<file path="src/rtl/latched_mem_front.sv">
module latched_mem_front #(
  parameter int DW = 8,
  parameter int AW = 4
) (
  input  logic          clk,
  input  logic          rst,
  input  logic [DW-1:0] din_set,
  input  logic [AW-1:0] addr_set,
  input  logic          addr_clr,
  input  logic          wr,
  input  logic          rd,
  output logic [DW-1:0] rd_data,
  output logic          rd_valid
);
  localparam int DEPTH = 1 << AW;

  logic [DW-1:0] dbuf;
  logic [AW-1:0] abuf;
  logic [DW-1:0] mem [DEPTH];

  wire [DW-1:0] wr_word  = dbuf | din_set;
  wire [AW-1:0] abuf_nxt = (addr_clr ? '0 : abuf) | addr_set;

  always_ff @(posedge clk) begin
    if (rst) begin
      dbuf     <= '0;
      abuf     <= '0;
      rd_valid <= 1'b0;
      rd_data  <= '0;
    end else begin
      dbuf     <= wr ? '0 : wr_word;
      abuf     <= abuf_nxt;
      rd_valid <= rd;
      if (rd) rd_data <= mem[abuf];
    end
  end

  always_ff @(posedge clk) begin
    for (int i = 0; i < DEPTH; i++) begin
      if (rst) mem[i] <= '0;
      else if (wr && abuf == AW'(i)) mem[i] <= wr_word;
    end
  end


  rst_valid_chk: assert property (@(posedge clk) rst |=> !rd_valid);

  rd_lat_chk: assert property (@(posedge clk) disable iff (rst) rd |=> rd_valid);

  rd_quiet_chk: assert property (@(posedge clk) disable iff (rst) !rd |=> !rd_valid);

  wr_clears_chk: assert property (@(posedge clk) disable iff (rst) wr |=> dbuf == '0);

  addr_hold_chk: assert property (@(posedge clk) disable iff (rst)
    (!addr_clr && addr_set == '0) |=> $stable(abuf));

  dbuf_sticky_chk: assert property (@(posedge clk) disable iff (rst)
    !wr |=> (dbuf & $past(dbuf)) == $past(dbuf));
endmodule

</file>
<file path="config.mk">
export PLATFORM = sky130hd
export DESIGN_NAME = latched_mem_front
export DESIGN_NICKNAME = d
export VERILOG_FILES = /design/src/rtl/latched_mem_front.sv
export SDC_FILE = /design/constraint.sdc
export NUM_CORES = 1
export LEC_CHECK = 0
export CAP_MARGIN = 20
export CORE_MARGIN = 1
export CORE_UTILIZATION = 45
export CTS_CLUSTER_SIZE = 8
export DETAILED_ROUTE_END_ITERATION = 10
export PLACE_DENSITY = 0.61
export SLEW_MARGIN = 20
export SYNTH_ARGS = -nofsm -noshare
export SYNTH_HDL_FRONTEND = slang
export SYNTH_SLANG_ARGS = --single-unit
</file>
<file path="constraint.sdc">
create_clock -name clk -period 2.05 [get_ports clk]
set_clock_uncertainty 0.2 [all_clocks]
set_input_delay 0.3075 -clock clk [delete_from_list [all_inputs] [get_ports clk]]
set_output_delay 0.3075 -clock clk [all_outputs]
set_load 0.03 [all_outputs]
</file>
After elaboration in Yosys (flattened, before gate mapping). Memories as Yosys holds them, arrays and structs flattened. A register that Yosys moved wholly into a read port is not among the register bits. Index checks and enable logic that the tools add are counted.

Reduce and logical (&&, ||, !) cells: 18. Multiplexer cells: 67. Eq/ne operators: 15. Bitwise gates (word level): 18.

Operators by type and width (number): 2-to-1 mux 8 bit (16); 2-to-1 mux 1 bit (50); equality test 4 bit (second input constant) (8); equality test 4 x 3 -> 1 bit (second input constant) (4); logical AND 1 bit (16); bitwise OR 1 bit (16); equality test 4 x 2 -> 1 bit (second input constant) (2); bitwise OR 8 bit (1); equality test 4 x 1 -> 1 bit (second input constant) (1); logical NOT 4 bit (1); 2-to-1 mux 4 bit (1); bitwise OR 4 bit (1); OR reduction 2 bit (1).

RAM bits: 128. Input bits: 17. Flip-flop bits (word level): 13. Memories: 1.

Memories: mem (depth 16, width 8, read ports 1, clocked after Yosys merged registers in 1, write ports 16, line 19) `logic [DW-1:0] mem [DEPTH];`.

Longest topological paths before layout.
Word-level depth: 6. Depth in mapped cells: 7. Gate-level depth less buffers: 4.

Least setup slack after synthesis. No wires, ideal clock.

Path kind: register to register. Start: reg abuf[0]. End: mem mem[15][0] (enable). Clock period less this slack: 2.089 ns. Arrival time: 1.514 ns. Library setup time: 0.375 ns. Path slack: -0.039 ns. Cell stages (with the launch flop): 6. Data required time: 1.475 ns. Cells stage by stage: dfxtp_1 buf_6 and2_1 clkbuf_1 nand2_1 o21bai_1.

RTL lines: from (decl) (line 18) `logic [AW-1:0] abuf;`; from (signal assigned) (line 32) `abuf <= abuf_nxt;`; to (decl) (line 19).

Final worst setup path.
Start: reg rd_data[4], read port of mem. End: out rd_data[4].

RTL lines: from (decl) (line 12) `output logic [DW-1:0] rd_data,`.

No word-level cell between the ends.

==> flow_metrics.py <==
metrics = {
    "timing": {
        "worstMarginPinSlew_ns": 0.4134,
        "fmax_mhz": 515.9,
        "min_period_ns": 1.938,
        "setup_viol": 0,
        "finalSetupTns_ns": 0,
        "grt_setup_unrepaired": "no",
        "slew_headroom": 0.7215,
        "holdWs_ns": 0.2923,
        "hold_violations": 0,
        "period_share": 0.9455,
        "report.final.slew_viol_count": 0,
    },
    "global_route": {
        "grt_pass1_vias": 4080,
        "grt_pass1_wl_um": 23250,
        "met2_usage": 0.3732,
        "antenna_found_initial": 0,
        "grt_max_degree": 33,
        "gr-total-overflow": 0,
        "grtUsageTotal": 0.2228,
        "grt_util_met3": 0.04934,
        "grt.busiest_layer": "met2",
        "grt.met1_usage": 0.2921,
    },
    "setup_path": {
        "max_stage_delay_ns": 0.67,
        "crit_type": "reg -> out",
        "path_max_fanout": 2,
        "required_ns": 1.54,
        "endpoint_kind": "output port",
        "cp-start-kind": "flop",
        "path_cells": "clkdlybuf4s50_1",
        "arrival_ns": 1.43,
        "slowest_stage": "clkdlybuf4s50_1",
        "crit_buf_inv": 1,
        "cp_top_family": "buffers and inverters",
    },
    "placed_design": {
        "io_buffers": 25,
        "placed_area_mm2": 0.007096,
        "hpwl_um": 10370,
        "gp_congestion": 0.8220,
        "dp_cells": 721,
    },
    "yosys": {
        "syn_area_mm2": 0.006407,
        "synth-async-reset-ratio": 0,
        "yosysSeqAreaShare": 0.6655,
        "synth_top_area_frac": 0.5999,
        "ys.flop_type": "edfxtp_1",
        "syn-instance-count": 510,
        "avgSynthCellArea_um2": 12.56,
        "synth-edff-count": 128,
        "synth_seq_cells": 149,
        "synth_area_leaders": "edfxtp_1, nor2_1, mux2i_1",
        "yosys.area.top_type": "edfxtp_1",
        "synth_nets": 527,
        "synth_cell_types": 29,
        "ys.warnings.count": 0,
    },
    "cells_and_area": {
        "final_layout_size_suffix_gt1_frac": 0.1449,
        "multi_input_area_mm2": 0.001981,
        "post-route-util": 0.5584,
        "layout.nets": 577,
        "stdcell_area_mm2": 0.007751,
        "seq_area_mm2": 0.004265,
        "antenna_cells": 0,
        "final_cells": 753,
        "nFillCells": 1160,
        "area_delta_synth_final_pct": 20.97,
    },
    "clocking": {
        "clkTransAtPathRegs_ns": 0.06,
        "cts_tree": "built",
        "hold_buffers": 0,
        "cts-root-buf": "clkbuf_16",
        "cts_buffer_depth": 2,
        "clock_sinks": 149,
        "clock_latency_ns": 0.42,
        "htreeDepth": 4,
        "ctsResizeCount": 0,
        "post_cts_buffers": 0,
        "cts-buffers-inserted": 17,
    },
    "floorplanning": {
        "placementRows": 43,
        "core_area_mm2": 0.01388,
        "die_h_um": 121.3,
        "dieArea_mm2": 0.01472,
        "start_util": 0.4616,
        "ioPinCount": 26,
        "die_w_um": 121.3,
    },
    "drt": {
        "drtIter0Drc": 385,
        "first_pass_iters": 5,
        "avgViaCountPerCell": 5.454,
        "antenna_left": 0,
        "drt-total-wl_um": 14980,
        "num_vias": 4107,
        "wl_per_cell_um": 19.90,
        "remaining_drc_errors": 0,
    },
    "run_status": {
        "status": "complete, no violations",
    },
    "power_and_ir_drop": {
        "p_leak_nw": 2.932,
        "powerDensity_mw_per_mm2": 976.3,
        "ir_drop_mv": 0.5470,
    },
    "run": {
        "max_cap_viol_count": 0,
    },
    "hold_path": {
        "hp-class": "in -> reg",
    },
}
## per-stage QoR
stage / power [W] / worst slack [ns]
2_1_floorplan: 0.003928 / -0.03872
3_3_place_gp: 0.004216 / 0.02272
4_1_cts: 0.007602 / 0.08909
3_5_place_dp: 0.004232 / -0.01546
5_1_grt: 0.007789 / 0.003326
6_report: 0.007568 / 0.1117
## placed cells by master (no fill, tap or decap), drive strengths merged, types with 2 or more instances in the layout
cell           instances
clkbuf                20
o221ai                 8
nor2                 161
nand2b                 2
o21bai                16
dfxtp                 21
and2                   4
clkinv                 4
mux4                   8
buf                   36
a211oi                 8
nand3                  8
inv                    3
nor2b                  4
or2                    3
edfxtp               128
o21ai                  8
a2bb2oi                8
nand2                 30
mux2i                 48
bufinv                 5
o22ai                  8
clkdlybuf4s50         25
a21oi                  4
## cells in the mapped netlist, drive strengths merged (8+ instances only)
cell and count:
buf 15, o21bai 16, dfxtp 21, a2bb2oi 8, clkbuf 15, o221ai 8, edfxtp 128, nand3 8
o21ai 8, nand2 30, nor2 161, a211oi 8, o22ai 8, mux4 8, mux2i 48
## routing by layer
metal	vias up	wire length, um
met5	-	0
met4	0	127
met3	7	836
met2	139	7592
met1	2025	6425
li1	1936	-
## registers in the layout, indices dropped and copies added, names as in the netlist
name      count
rd_valid      1
dbuf          8
abuf          4
rd_data       8
mem         128
## area by class of cell
class	instances	share of cell area
flip-flops and latches	149	0.5503
clock buffers	20	0.05892
well taps	180	0.02906
repair buffers	61	0.08006
clock inverters	12	0.02567
inverters	1	0.0004843
multi-input cells	330	0.2555
## worst paths after layout
kind / from / to / slack (ns) / depth (start not counted)
setup / recovery: rd_data[4]$_SDFFE_PP0P_ / rd_data[4] / 0.11 / 1
hold / removal: addr_set[3] / abuf[3]$_SDFF_PP0_ / 0.29 / 3
setup reg to reg: abuf[3]$_SDFF_PP0_ / rd_data[1]$_SDFFE_PP0P_ / 0.12 / 4
hold reg to reg: rd_data[1]$_SDFFE_PP0P_ / rd_data[1]$_SDFFE_PP0P_ / 0.31 / 2
## cells by family after synthesis
family / synth area share
AND/OR/NAND/NOR: 0.1330
flip-flops: 0.6655
buffers and inverters: 0.02538
multiplexers: 0.1043
AO/OA/AOI/OAI: 0.07186
## power by group
group | switching (W) | internal (W)
registers | 0.0000605 | 0.00342
logic | 0.000406 | 0.000279
clock network | 0.00117 | 0.00223
Power figures use the tool's default switching activity.
